File: config.mk
export PLATFORM = sky130hd
export DESIGN_NAME = fan_kick_seq
export DESIGN_NICKNAME = d
export VERILOG_FILES = /design/src/rtl/fan_seq_pkg.sv /design/src/rtl/fan_speed_reg.sv /design/src/rtl/fan_interval_timer.sv /design/src/rtl/fan_seq_fsm.sv /design/src/rtl/fan_pin_enc.sv /design/src/rtl/fan_kick_seq.sv
export SDC_FILE = /design/constraint.sdc
export NUM_CORES = 1
export LEC_CHECK = 0
export CORE_MARGIN = 4
export CORE_UTILIZATION = 41
export CTS_BUF_LIST = sky130_fd_sc_hd__clkbuf_4 sky130_fd_sc_hd__clkbuf_8
export DETAILED_ROUTE_END_ITERATION = 10
export HOLD_SLACK_MARGIN = 0.12
export PLACE_DENSITY = 0.65
export SLEW_MARGIN = 15
export SYNTH_ARGS = -nofsm -noshare
export SYNTH_HDL_FRONTEND = slang
export SYNTH_SLANG_ARGS = --single-unit
File: constraint.sdc
create_clock -name clk -period 2.13 [get_ports clk]
set_clock_uncertainty 0.2 [all_clocks]
set_input_delay 0.3195 -clock clk [delete_from_list [all_inputs] [get_ports clk]]
set_output_delay 0.3195 -clock clk [all_outputs]
set_load 0.02 [all_outputs]
File: src/rtl/fan_seq_pkg.sv
package fan_seq_pkg;
  localparam int SPD_W = 3;

  typedef enum logic [2:0] {
    ST_OFF,
    ST_KICK_LO,   // full speed, shutdown still asserted
    ST_KICK_HI,   // full speed, shutdown released
    ST_RUN,
    ST_STOP       // shutdown asserted, speed lines held
  } seq_state_e;
endpackage

File: src/rtl/fan_speed_reg.sv
module fan_speed_reg #(
  parameter int W = 3
) (
  input  logic         clk,
  input  logic         rst_n,
  input  logic         wr,
  input  logic [W-1:0] wdata,
  output logic [W-1:0] spd,
  output logic         spd_nz
);
  always_ff @(posedge clk) begin
    if (!rst_n)   spd <= '0;
    else if (wr)  spd <= wdata;
  end

  assign spd_nz = |spd;
endmodule

File: src/rtl/fan_interval_timer.sv
module fan_interval_timer #(
  parameter int T_START = 1000
) (
  input  logic clk,
  input  logic rst_n,
  input  logic clr,
  input  logic run,
  input  logic tick,
  input  logic use_half,
  output logic done
);
  localparam int HALF = T_START / 2;
  localparam int CW   = $clog2(T_START + 1);
  localparam logic [CW-1:0] HALF_LAST = CW'(HALF - 1);
  localparam logic [CW-1:0] REST_LAST = CW'(T_START - HALF - 1);

  logic [CW-1:0] cnt;
  logic [CW-1:0] last;

  assign last = use_half ? HALF_LAST : REST_LAST;
  assign done = run && tick && (cnt == last);

  always_ff @(posedge clk) begin
    if (!rst_n || clr)     cnt <= '0;
    else if (run && tick)  cnt <= done ? '0 : cnt + 1'b1;
  end
endmodule

File: src/rtl/fan_seq_fsm.sv
module fan_seq_fsm
  import fan_seq_pkg::*;
(
  input  logic             clk,
  input  logic             rst_n,
  input  logic             fan_en,
  input  logic [SPD_W-1:0] spd,
  input  logic             spd_nz,
  input  logic             done,
  output logic [SPD_W-1:0] fs_pd,
  output logic             shdn_pd,
  output logic             osc_run,
  output logic             tmr_clr,
  output logic             use_half
);
  seq_state_e       st, nxt;
  logic [SPD_W-1:0] fs_nxt;
  logic             shdn_nxt;

  always_comb begin
    nxt      = st;
    fs_nxt   = fs_pd;
    shdn_nxt = shdn_pd;
    case (st)
      ST_OFF: begin
        fs_nxt   = '0;
        shdn_nxt = 1'b1;
        if (fan_en && spd_nz) begin
          nxt    = ST_KICK_LO;
          fs_nxt = '1;
        end
      end
      ST_KICK_LO, ST_KICK_HI: begin
        if (!fan_en) begin
          nxt = ST_OFF; fs_nxt = '0; shdn_nxt = 1'b1;
        end else if (!spd_nz) begin
          nxt = ST_STOP; shdn_nxt = 1'b1;
        end else if (done && st == ST_KICK_LO) begin
          nxt = ST_KICK_HI; shdn_nxt = 1'b0;
        end else if (done) begin
          nxt = ST_RUN; fs_nxt = spd;
        end
      end
      ST_RUN: begin
        if (!fan_en) begin
          nxt = ST_OFF; fs_nxt = '0; shdn_nxt = 1'b1;
        end else if (!spd_nz) begin
          nxt = ST_STOP; shdn_nxt = 1'b1;
        end else begin
          fs_nxt = spd;
        end
      end
      ST_STOP: begin
        if (!fan_en) begin
          nxt = ST_OFF; fs_nxt = '0;
        end else if (spd_nz) begin
          nxt = ST_KICK_LO; fs_nxt = '1;
        end else if (done) begin
          nxt = ST_OFF; fs_nxt = '0;
        end
      end
      default: begin
        nxt = ST_OFF; fs_nxt = '0; shdn_nxt = 1'b1;
      end
    endcase
  end

  always_ff @(posedge clk) begin
    if (!rst_n) begin
      st      <= ST_OFF;
      fs_pd   <= '0;
      shdn_pd <= 1'b1;
    end else begin
      st      <= nxt;
      fs_pd   <= fs_nxt;
      shdn_pd <= shdn_nxt;
    end
  end

  assign osc_run  = (st == ST_KICK_LO) || (st == ST_KICK_HI) || (st == ST_STOP);
  assign tmr_clr  = (nxt != st);
  assign use_half = (st != ST_KICK_HI);
endmodule

File: src/rtl/fan_pin_enc.sv
module fan_pin_enc #(
  parameter int W = 3
) (
  input  logic         fan_en,
  input  logic [W-1:0] fs_pd,
  input  logic         shdn_pd,
  output logic [W:0]   pd_en
);
  assign pd_en = fan_en ? {fs_pd, shdn_pd} : '0;
endmodule

File: src/rtl/fan_kick_seq.sv
module fan_kick_seq
  import fan_seq_pkg::*;
#(
  parameter int T_START = 1000
) (
  input  logic             clk,
  input  logic             rst_n,
  input  logic             fan_en,
  input  logic             spd_wr,
  input  logic [SPD_W-1:0] spd_wdata,
  input  logic             tick,
  output logic [SPD_W:0]   pd_en,
  output logic             osc_run
);
  logic [SPD_W-1:0] spd, fs_pd;
  logic             spd_nz, done, shdn_pd, tmr_clr, use_half;

  fan_speed_reg #(.W(SPD_W)) u_spd (
    .clk(clk), .rst_n(rst_n), .wr(spd_wr), .wdata(spd_wdata),
    .spd(spd), .spd_nz(spd_nz)
  );

  fan_interval_timer #(.T_START(T_START)) u_tmr (
    .clk(clk), .rst_n(rst_n), .clr(tmr_clr), .run(osc_run),
    .tick(tick), .use_half(use_half), .done(done)
  );

  fan_seq_fsm u_fsm (
    .clk(clk), .rst_n(rst_n), .fan_en(fan_en), .spd(spd), .spd_nz(spd_nz),
    .done(done), .fs_pd(fs_pd), .shdn_pd(shdn_pd), .osc_run(osc_run),
    .tmr_clr(tmr_clr), .use_half(use_half)
  );

  fan_pin_enc #(.W(SPD_W)) u_enc (
    .fan_en(fan_en), .fs_pd(fs_pd), .shdn_pd(shdn_pd), .pd_en(pd_en)
  );
endmodule

* Word-level counts from Yosys, hierarchy flattened
Cells that the tools add are included.
** Storage, ports and cells
- Register bits after elaboration :: 20
- Word-level logic and storage cells :: 63
- Input port bits :: 8
** Cells by class
- Reductions and logical operators :: 13
- Eq/ne operators :: 13
- Add/subtract/negate cells :: 1
- Muxes and demuxes :: 30
- Bitwise logic cells :: 1
** Operators with widths (count)
- $mux W3 :: 20
- $pmux W3 S4 :: 2
- $add A10 B1 Y10 const B :: 1
- $eq A10 B9 Y1 const B :: 1
- $mux W10 :: 1
- $ne A3 B2 Y1 const B :: 3
- $eq A3 B2 Y1 const B :: 2
- $ne A3 B3 Y1 const B :: 2
- $mux W1 :: 5
- $reduce_and A5 Y1 :: 1
- $logic_and A1 B1 Y1 :: 4
- $mux W4 :: 1
- $ne A4 B2 Y1 const B :: 1
- $ne A4 B4 Y1 const B :: 1
- $eq A3 B1 Y1 const B :: 1
- $eq A3 B3 Y1 const B :: 1
- $logic_not A3 Y1 :: 1
- $logic_or A1 B1 Y1 :: 3
- $ne A3 B3 Y1 :: 1
- $pmux W1 S3 :: 1
- $reduce_and A3 Y1 :: 1
- $reduce_or A3 Y1 :: 1
- $reduce_or A2 Y1 :: 1
- $logic_not A1 Y1 :: 1
- $not A1 Y1 :: 1

* Depth between registers and ports, before layout
Gate-level depths: netlist of the first run.
- Depth after elaboration :: 12
- Mapped depth :: 7
- Mapped depth without buffers :: 6

* Cells and area by module
From an unflattened synthesis of the first run, not the netlist that was laid out.
** Second synthesis, totals
- Cell total of the unflattened synthesis :: 128
- Area total of the unflattened synthesis :: 1139.8 sq um
** By module, submodules not included
- fan_interval_timer :: area an instance 504.2 sq um, cells each 56, times used 1, seq. area each 200.2 sq um
- fan_seq_fsm :: area an instance 495.5 sq um, cells each 58, times used 1, seq. area each 140.1 sq um
- fan_speed_reg :: area an instance 115.1 sq um, cells each 10, times used 1, seq. area each 60.1 sq um
- fan_pin_enc :: area an instance 25.0 sq um, cells each 4, times used 1, seq. area each 0.0 sq um

* Worst setup path before layout of the first run
No wires, ideal clock.
- Kind :: register -> register
- Start point :: reg u_tmr.cnt[0]
- End point :: reg u_fsm.fs_pd[2]
- Cell stages (with the launch flop) :: 7
- Path slack :: 270 ps
- Arrival :: 1541 ps
- Cell sequence :: dfxtp_1 -> ha_1 -> nor4b_1 -> nand3_1 -> o2111ai_2 -> o21ai_1 -> o221a_1
** On the way
- Word-level cells in the longest chain between the ends :: 5
** Ends and longest elaborated chain
- start, declared :: line fan_interval_timer.sv:17 : logic [CW-1:0] cnt;
- start signal, assigned :: line fan_interval_timer.sv:25 : else if (run && tick) cnt <= done ? '0 : cnt + 1'b1;
- $eq A10 B9 Y1 * :: line fan_interval_timer.sv:21 : assign done = run && tick && (cnt == last);
- $logic_and A1 B1 Y1 * :: line fan_interval_timer.sv:21
- $logic_and A1 B1 Y1 :: line fan_seq_fsm.sv:38 : end else if (done && st == ST_KICK_LO) begin
- $ne A3 B3 Y1 (no source line)
- $reduce_and A5 Y1 (no source line) *
- end signal, assigned :: line fan_seq_fsm.sv:75 : fs_pd <= fs_nxt;
- end, declared :: line fan_seq_fsm.sv:10 : output logic [SPD_W-1:0] fs_pd,
Mark *: on every way between the ends. The rest lies on a longest branch, timed or not.
A chain may end at the register's enable or synchronous reset.

* Worst setup path in the final report of the first run
- Start point :: reg u_tmr.cnt[1]
- End point :: reg u_fsm.fs_pd[2]
The elaborated chain is that of the path after synthesis.

==> flow_results.xml, run 1 <==
<?xml version="1.0" encoding="UTF-8"?>
<metrics>
  <group name="global_route">
    <metric name="globalRouteOverflowTotal" unit="">0</metric>
    <metric name="groute.usage.overall" unit="">0.132</metric>
    <metric name="grt_pass1_vias" unit="">910</metric>
    <metric name="grt_pass1_wl" unit="mm">3.71</metric>
    <metric name="grt_start_max_net_pins" unit="">12</metric>
    <metric name="number_of_antenna_violations_at_the_first_check_in_global_routing" unit="">0</metric>
  </group>
  <group name="worst_setup_path">
    <metric name="required_time_worst_endpoint" unit="ns">2.12</metric>
    <metric name="cpPeakStageDelay" unit="ns">0.38</metric>
    <metric name="worst-setup-path-type" unit="">register to register</metric>
    <metric name="worstPathCellList" unit="">ha_1 &gt; nor4b_1 &gt; nand3_1 &gt; o2111ai_2 &gt; o21ai_1 &gt; o221a_1</metric>
    <metric name="critical_path_maximum_fanout" unit="">5</metric>
    <metric name="endpoint_kind_of_the_worst_setup_timing_path" unit="">register</metric>
    <metric name="cp-start-kind" unit="">register</metric>
    <metric name="worstReg2RegEnd" unit="">u_fsm.fs_pd[2]</metric>
    <metric name="timing.rr.start" unit="">u_tmr.cnt[1]</metric>
    <metric name="crit_slowest_cell" unit="">sky130_fd_sc_hd__dfxtp_2</metric>
    <metric name="r2r_setup_slack" unit="ns">0.15</metric>
    <metric name="worst_ep_arrival_time" unit="ns">1.97</metric>
    <metric name="reg2regPathDepth" unit="">6</metric>
  </group>
  <group name="clocking">
    <metric name="cts_sinks" unit="">20</metric>
    <metric name="tritoncts_clock_tree" unit="">built</metric>
    <metric name="postCtsSetupBuffers" unit="">0</metric>
    <metric name="hold_fix_buffer_count_after_cts" unit="">0</metric>
    <metric name="tritoncts.num_buffers" unit="">3</metric>
    <metric name="cts.reportedPaths.clkPinSlew" unit="ns">0.11</metric>
    <metric name="clock_tree.root_cell" unit="">sky130_fd_sc_hd__clkbuf_4</metric>
    <metric name="worst_skew_pair.late_latency" unit="ns">0.30</metric>
    <metric name="maximum_number_of_buffers_from_clock_root_to_sink" unit="">2</metric>
    <metric name="total_number_of_h_tree_levels" unit="">1</metric>
  </group>
  <group name="power_and_ir_drop">
    <metric name="power.density" unit="mW/mm²">524</metric>
    <metric name="leakagePower" unit="µW">0.000548</metric>
    <metric name="sum_of_internal_switching_and_leakage_power" unit="µW">713</metric>
    <metric name="power.ir.vdd_worst" unit="V">0.000513</metric>
  </group>
  <group name="placed_design">
    <metric name="io_buffer_count" unit="">12</metric>
    <metric name="gp_congestion" unit="">0.836</metric>
    <metric name="post-dp-hpwl" unit="mm">1.68</metric>
  </group>
  <group name="yosys">
    <metric name="postSynth.topFlopCell" unit="">sky130_fd_sc_hd__dfxtp_1</metric>
    <metric name="synth-async-reset-ratio" unit="">0</metric>
    <metric name="synth_enable_flop_cells" unit="">0</metric>
    <metric name="synth.net_count" unit="">129</metric>
    <metric name="synth-seq-area-share" unit="">0.356</metric>
    <metric name="mappedNetlistArea" unit="mm²">0.00112</metric>
    <metric name="synth.ff_latch_count" unit="">20</metric>
    <metric name="yosysWarningCount" unit="">0</metric>
    <metric name="synthesis.instances" unit="">120</metric>
    <metric name="synth.lib_cells_used.distinct" unit="">40</metric>
    <metric name="syn_area_per_cell" unit="µm²">9.37</metric>
  </group>
  <group name="hold_path">
    <metric name="hold_path_class" unit="">register to register</metric>
    <metric name="whs_endpoint" unit="">u_fsm.shdn_pd</metric>
    <metric name="worstHoldStart" unit="">u_fsm.shdn_pd</metric>
    <metric name="whs_path_depth" unit="">2</metric>
  </group>
  <group name="drt">
    <metric name="final_routed_wire_length_divided_by_cell_count" unit="µm">12.7</metric>
    <metric name="dr.pass1.iters" unit="">4</metric>
    <metric name="num_vias" unit="">937</metric>
    <metric name="drt_first_iter_violations" unit="">20</metric>
    <metric name="drc_errors" unit="">0</metric>
    <metric name="vias_per_cell" unit="">5.45</metric>
    <metric name="route.final.wire_length" unit="mm">2.18</metric>
    <metric name="drt.antenna.violating_nets" unit="">0</metric>
  </group>
  <group name="status">
    <metric name="outcome" unit="">completed</metric>
  </group>
  <group name="die">
    <metric name="fp.dieH" unit="µm">60.4</metric>
    <metric name="die-width" unit="µm">60.4</metric>
    <metric name="i_o_pin_count" unit="">13</metric>
    <metric name="dieArea" unit="mm²">0.00365</metric>
    <metric name="site_rows" unit="">18</metric>
    <metric name="floorplan.initialDensity" unit="">0.442</metric>
    <metric name="floorplan.core_area" unit="mm²">0.00254</metric>
  </group>
  <group name="sta">
    <metric name="tightest_slew" unit="ns">0.497</metric>
    <metric name="achievable-frequency" unit="GHz">0.506</metric>
    <metric name="tns" unit="ns">0</metric>
    <metric name="finalHoldViolCount" unit="">0</metric>
    <metric name="timing.slew.headroom" unit="">0.666</metric>
    <metric name="final-max-slew-violation-count" unit="">0</metric>
    <metric name="total_setup_violations_reported_at_the_end_of_the_flow" unit="">0</metric>
    <metric name="finalCritPeriodShare" unit="">0.928</metric>
    <metric name="holdWs" unit="ns">0.304</metric>
    <metric name="post-route-min-period" unit="ns">1.98</metric>
    <metric name="grt_setup_unrepaired" unit="">false</metric>
  </group>
  <group name="finish">
    <metric name="mostFrequentLayoutCell" unit="">sky130_fd_sc_hd__dfxtp_1</metric>
    <metric name="final_nets" unit="">152</metric>
    <metric name="drive_gt1_frac" unit="">0.261</metric>
    <metric name="ant_cells" unit="">0</metric>
    <metric name="mostFrequentLayoutCells" unit="">17 x sky130_fd_sc_hd__dfxtp_1, 11 x sky130_fd_sc_hd__nor2_2, 11 x sky130_fd_sc_hd__buf_4</metric>
    <metric name="synthToLayoutAreaGrowth" unit="%">20.9</metric>
  </group>
  <group name="run">
    <metric name="max-cap-violations" unit="">0</metric>
  </group>
</metrics>
-- stage by stage --
| stage | util | area, µm² | worst slack [ns] | instances |
|---|---|---|---|---|
| after global routing | 0.534 | 1360 | 0.0467 | 172 |
| after CTS | 0.533 | 1360 | 0.130 | 172 |
| final | 0.534 | 1360 | 0.154 | 172 |
| after global placement | 0.520 | 1320 | -0.0441 | 168 |
| after floorplan | - | 1120 | 0.270 | 120 |
| after detailed placement | 0.520 | 1320 | -0.0510 | 168 |
-- routing by layer --
layer | routed length [µm] | track usage
met1 | 969 | 0.143
met2 | 1110 | 0.247
met3 | 78 | 0.0404
met4 | 19 | 0.0348
met5 | 0 | 0
-- what timing repair did --
action,in CTS,in global routing
gates resized for setup,8,2
setup endpoints to repair,5,10
pin swaps,0,1
-- kinds of logic (layout without fill, tap and decap cells) --
family,Yosys count,in the layout,share of synthesized area
buf+inv,8,30,0.0478
simple gates,54,54,0.268
xor+xnor,9,9,0.0767
compound gates,22,22,0.187
fa+ha+maj,1,1,0.0111
mux,6,6,0.0534
flops,20,20,0.356
-- synthesized netlist by cell type (4+ instances only) --
| cell | n | area (µm²) |
|---|---|---|
| sky130_fd_sc_hd__nor3_1 | 5 | 25.0 |
| sky130_fd_sc_hd__and3_1 | 5 | 31.3 |
| sky130_fd_sc_hd__dfxtp_1 | 20 | 400 |
| sky130_fd_sc_hd__mux2i_1 | 6 | 60.1 |
| sky130_fd_sc_hd__nand3_1 | 8 | 40.0 |
| sky130_fd_sc_hd__xnor2_1 | 4 | 35.0 |
| sky130_fd_sc_hd__xor2_1 | 4 | 35.0 |
| sky130_fd_sc_hd__nor2_2 | 11 | 68.8 |
| sky130_fd_sc_hd__nor2_1 | 7 | 26.3 |
| sky130_fd_sc_hd__and2_1 | 4 | 25.0 |
| sky130_fd_sc_hd__nand2_1 | 5 | 18.8 |
-- state kept, by name, summed over array words and instances, names as in the netlist --
name,flops
u_tmr.cnt,10
u_fsm.fs_pd,3
u_fsm.shdn_pd,1
u_fsm.st,3
u_spd.spd,3
-- cell type report --
cell class / instances / area, µm²
tap: 30 / 37.5
clock buffer: 4 / 36.3
multi-input combinational: 92 / 672
inverter: 3 / 11.3
fill: 243 / 1180
timing repair buffer: 23 / 196
sequential: 20 / 407
-- how the worst max path moves through the flow --
stage | from | to | slack [ns] | cells past startpoint
floorplan | u_tmr.cnt[0] | u_fsm.fs_pd[2] | 0.27 | 6
global placement | fan_en | pd_en[3] | -0.04 | 4
detailed placement | fan_en | pd_en[3] | -0.05 | 4
CTS | u_tmr.cnt[1] | u_tmr.cnt[2] | 0.13 | 6
global route | u_spd.spd[2] | u_tmr.cnt[2] | 0.05 | 5
finish | u_tmr.cnt[1] | u_fsm.fs_pd[2] | 0.15 | 6
-- power breakdown --
group | internal [µW] | total [µW] | leakage [µW] | switching, µW
registers | 383 | 391 | 0.000164 | 8.66
logic | 50.4 | 105 | 0.000363 | 54.1
clock network | 104 | 217 | 0.0000210 | 113
-- critical path: cells and delay by family, from the launching register on --
family,cells,cell delay (ns)
and+or+nand+nor,2,0.47
DFF,1,0.38
AOI/OAI and AO/OA,3,0.66
adders and majority gates,1,0.17
No activity file was read; power rests on OpenSTA's default activity.
==> run 2, diff against run 1 <==
Settings changed: SYNTH_HIERARCHICAL from default to 1.
Clock period 2.13 ns to 2.3 ns, I/O delays scaled along.
==> flow_results.xml, run 2 <==
<?xml version="1.0" encoding="UTF-8"?>
<metrics>
  <group name="global_route">
    <metric name="grt_pass1_wl" unit="mm">4.67</metric>
    <metric name="globalRouteOverflowTotal" unit="">0</metric>
    <metric name="number_of_antenna_violations_at_the_first_check_in_global_routing" unit="">0</metric>
    <metric name="grt_start_max_net_pins" unit="">12</metric>
    <metric name="grt_pass1_vias" unit="">1110</metric>
    <metric name="groute.usage.overall" unit="">0.166</metric>
  </group>
  <group name="placed_design">
    <metric name="io_buffer_count" unit="">12</metric>
    <metric name="gp_congestion" unit="">0.793</metric>
    <metric name="dp_worst_setup_slack" unit="ns">-0.248</metric>
    <metric name="place.detailed.instances" unit="">189</metric>
    <metric name="post-dp-hpwl" unit="mm">1.98</metric>
  </group>
  <group name="yosys">
    <metric name="mappedNetlistArea" unit="mm²">0.00113</metric>
    <metric name="yosysWarningCount" unit="">6</metric>
    <metric name="syn_area_per_cell" unit="µm²">8.93</metric>
    <metric name="synth.net_count" unit="">136</metric>
    <metric name="synthesis.instances" unit="">127</metric>
  </group>
  <group name="finish">
    <metric name="mostFrequentLayoutCells" unit="">25 x sky130_fd_sc_hd__buf_4, 18 x sky130_fd_sc_hd__dfxtp_1, 10 x sky130_fd_sc_hd__clkdlybuf4s50_1, 10 x sky130_fd_sc_hd__a21oi_1, 8 x sky130_fd_sc_hd__nand2_1</metric>
    <metric name="num-fill-cells" unit="">236</metric>
    <metric name="largest_register_ff_count" unit="">10</metric>
    <metric name="number_of_cells_in_the_finished_layout_apart_from_fillers" unit="">195</metric>
    <metric name="drive_gt1_frac" unit="">0.321</metric>
    <metric name="final_nets" unit="">175</metric>
    <metric name="max_flop_register" unit="">u_tmr/cnt</metric>
    <metric name="ant_cells" unit="">0</metric>
    <metric name="mostFrequentLayoutCell" unit="">sky130_fd_sc_hd__buf_4</metric>
    <metric name="synthToLayoutAreaGrowth" unit="%">38.7</metric>
  </group>
  <group name="die">
    <metric name="i_o_pin_count" unit="">13</metric>
    <metric name="die-width" unit="µm">60.6</metric>
    <metric name="dieArea" unit="mm²">0.00367</metric>
    <metric name="floorplan.core_area" unit="mm²">0.00257</metric>
    <metric name="site_rows" unit="">18</metric>
    <metric name="floorplan.initialDensity" unit="">0.442</metric>
    <metric name="fp.dieH" unit="µm">60.6</metric>
  </group>
  <group name="worst_setup_path">
    <metric name="r2r_setup_slack" unit="ns">-0.02</metric>
    <metric name="critical_path_maximum_fanout" unit="">3</metric>
    <metric name="worst-setup-path-type" unit="">register to register</metric>
    <metric name="endpoint_kind_of_the_worst_setup_timing_path" unit="">register</metric>
    <metric name="required_time_worst_endpoint" unit="ns">2.30</metric>
    <metric name="worstReg2RegEnd" unit="">u_tmr/cnt[8]</metric>
    <metric name="reg2regPathDepth" unit="">10</metric>
    <metric name="worst_ep_arrival_time" unit="ns">2.33</metric>
    <metric name="timing.rr.start" unit="">u_fsm/st[0]</metric>
    <metric name="cp-start-kind" unit="">register</metric>
  </group>
  <group name="clocking">
    <metric name="cts.reportedPaths.clkPinSlew" unit="ns">0.12</metric>
    <metric name="hold_fix_buffer_count_after_cts" unit="">0</metric>
    <metric name="worst_skew_pair.late_latency" unit="ns">0.30</metric>
    <metric name="clock_tree.root_cell" unit="">sky130_fd_sc_hd__clkbuf_4</metric>
    <metric name="tritoncts.num_buffers" unit="">3</metric>
    <metric name="tritoncts_clock_tree" unit="">built</metric>
    <metric name="total_number_of_h_tree_levels" unit="">1</metric>
    <metric name="cts_sinks" unit="">20</metric>
    <metric name="maximum_number_of_buffers_from_clock_root_to_sink" unit="">2</metric>
  </group>
  <group name="drt">
    <metric name="final_routed_wire_length_divided_by_cell_count" unit="µm">13.2</metric>
    <metric name="dr.pass1.iters" unit="">4</metric>
    <metric name="drc_errors" unit="">0</metric>
    <metric name="vias_per_cell" unit="">5.53</metric>
    <metric name="drt.antenna.violating_nets" unit="">0</metric>
    <metric name="drt_first_iter_violations" unit="">54</metric>
    <metric name="num_vias" unit="">1078</metric>
    <metric name="route.final.wire_length" unit="mm">2.57</metric>
  </group>
  <group name="hold_path">
    <metric name="whs_path_depth" unit="">2</metric>
    <metric name="hold_path_class" unit="">register to register</metric>
    <metric name="whs_endpoint" unit="">u_tmr/cnt[1]</metric>
    <metric name="worstHoldStart" unit="">u_tmr/cnt[1]</metric>
  </group>
  <group name="status">
    <metric name="violations_in_the_final_reports" unit="">setup timing</metric>
    <metric name="outcome" unit="">finished, violations left</metric>
  </group>
  <group name="power_and_ir_drop">
    <metric name="power.density" unit="mW/mm²">444</metric>
    <metric name="power.ir.vdd_worst" unit="V">0.000378</metric>
    <metric name="leakagePower" unit="µW">0.000602</metric>
  </group>
  <group name="run">
    <metric name="max-cap-violations" unit="">0</metric>
  </group>
  <group name="sta">
    <metric name="grt_setup_unrepaired" unit="">true</metric>
    <metric name="finalCritPeriodShare" unit="">1.01</metric>
    <metric name="final_critical_path_setup_slack" unit="ns">-0.0223</metric>
    <metric name="achievable-frequency" unit="GHz">0.431</metric>
    <metric name="post-route-min-period" unit="ns">2.32</metric>
    <metric name="tns" unit="ns">-0.0590</metric>
    <metric name="tightest_slew" unit="ns">0.430</metric>
    <metric name="finalHoldViolCount" unit="">0</metric>
    <metric name="final-max-slew-violation-count" unit="">0</metric>
    <metric name="timing.slew.headroom" unit="">0.713</metric>
    <metric name="total_setup_violations_reported_at_the_end_of_the_flow" unit="">7</metric>
  </group>
</metrics>
[run 2: per-stage QoR]
| stage | instance area [µm²] | power [µW] | hold slack, ns | utilization |
|---|---|---|---|---|
| after floorplan | 1180 | 435 | 0.221 | - |
| after global placement | 1480 | 487 | 0.280 | 0.577 |
| after detailed placement | 1480 | 490 | 0.291 | 0.577 |
| after CTS | 1560 | 707 | 0.307 | 0.607 |
| after global routing | 1570 | 742 | 0.329 | 0.613 |
| final | 1570 | 698 | 0.305 | 0.613 |
[run 2: timing repair]
| action | CTS | global route |
|---|---|---|
| pin swaps | 1 | 0 |
| gates resized for setup | 6 | 3 |
| endpoints found under the setup margin | 14 | 14 |
| buffers inserted | 1 | 0 |
| cloned | 1 | 0 |
[run 2: how the worst max path moves through the flow]
stage                startpoint            to  slack [ns]  cells after the start
floorplan           u_fsm/st[1]  u_tmr/cnt[8]       -0.24                     12
global placement           tick  u_tmr/cnt[8]       -0.16                      8
detailed placement         tick  u_tmr/cnt[8]       -0.25                      8
CTS                 u_fsm/st[0]  u_tmr/cnt[8]       -0.05                     10
global route        u_fsm/st[0]  u_tmr/cnt[2]       -0.17                     10
finish              u_fsm/st[0]  u_tmr/cnt[8]       -0.02                     10
[run 2: cell type report]
| cell class | instances | area, µm² | area share |
|---|---|---|---|
| well taps | 30 | 37.5 | 0.0239 |
| multi-input cells | 98 | 764 | 0.486 |
| inverters | 6 | 22.5 | 0.0143 |
| clock buffers | 4 | 36.3 | 0.0231 |
| repair buffers | 37 | 309 | 0.196 |
| flip-flops and latches | 20 | 403 | 0.256 |
[run 2: worst max-delay path, cell delays in order, from the launching register on]
cell,delay (ns)
sky130_fd_sc_hd__dfxtp_2,0.36
sky130_fd_sc_hd__or3b_4,0.41
sky130_fd_sc_hd__o21ai_4,0.09
sky130_fd_sc_hd__nand3_4,0.09
sky130_fd_sc_hd__nor3_4,0.17
sky130_fd_sc_hd__inv_2,0.04
sky130_fd_sc_hd__maj3_2,0.32
sky130_fd_sc_hd__a32oi_4,0.21
sky130_fd_sc_hd__or3b_4,0.16
sky130_fd_sc_hd__or4_1,0.09
sky130_fd_sc_hd__o211ai_1,0.08
[run 2: routing by layer]
layer | GRT usage | share of wire | up-vias
li1 | - | - | 549
met5 | 0 | 0 | -
met2 | 0.287 | 0.52 | 19
met3 | 0.0489 | 0.040 | 6
met1 | 0.191 | 0.42 | 504
met4 | 0.0650 | 0.016 | 0
[run 2: power breakdown]
part	internal, µW	total, µW	switching [µW]
Sequential	355	360	5.24
Clock	96.5	207	110
Combinational	68.9	131	62.0
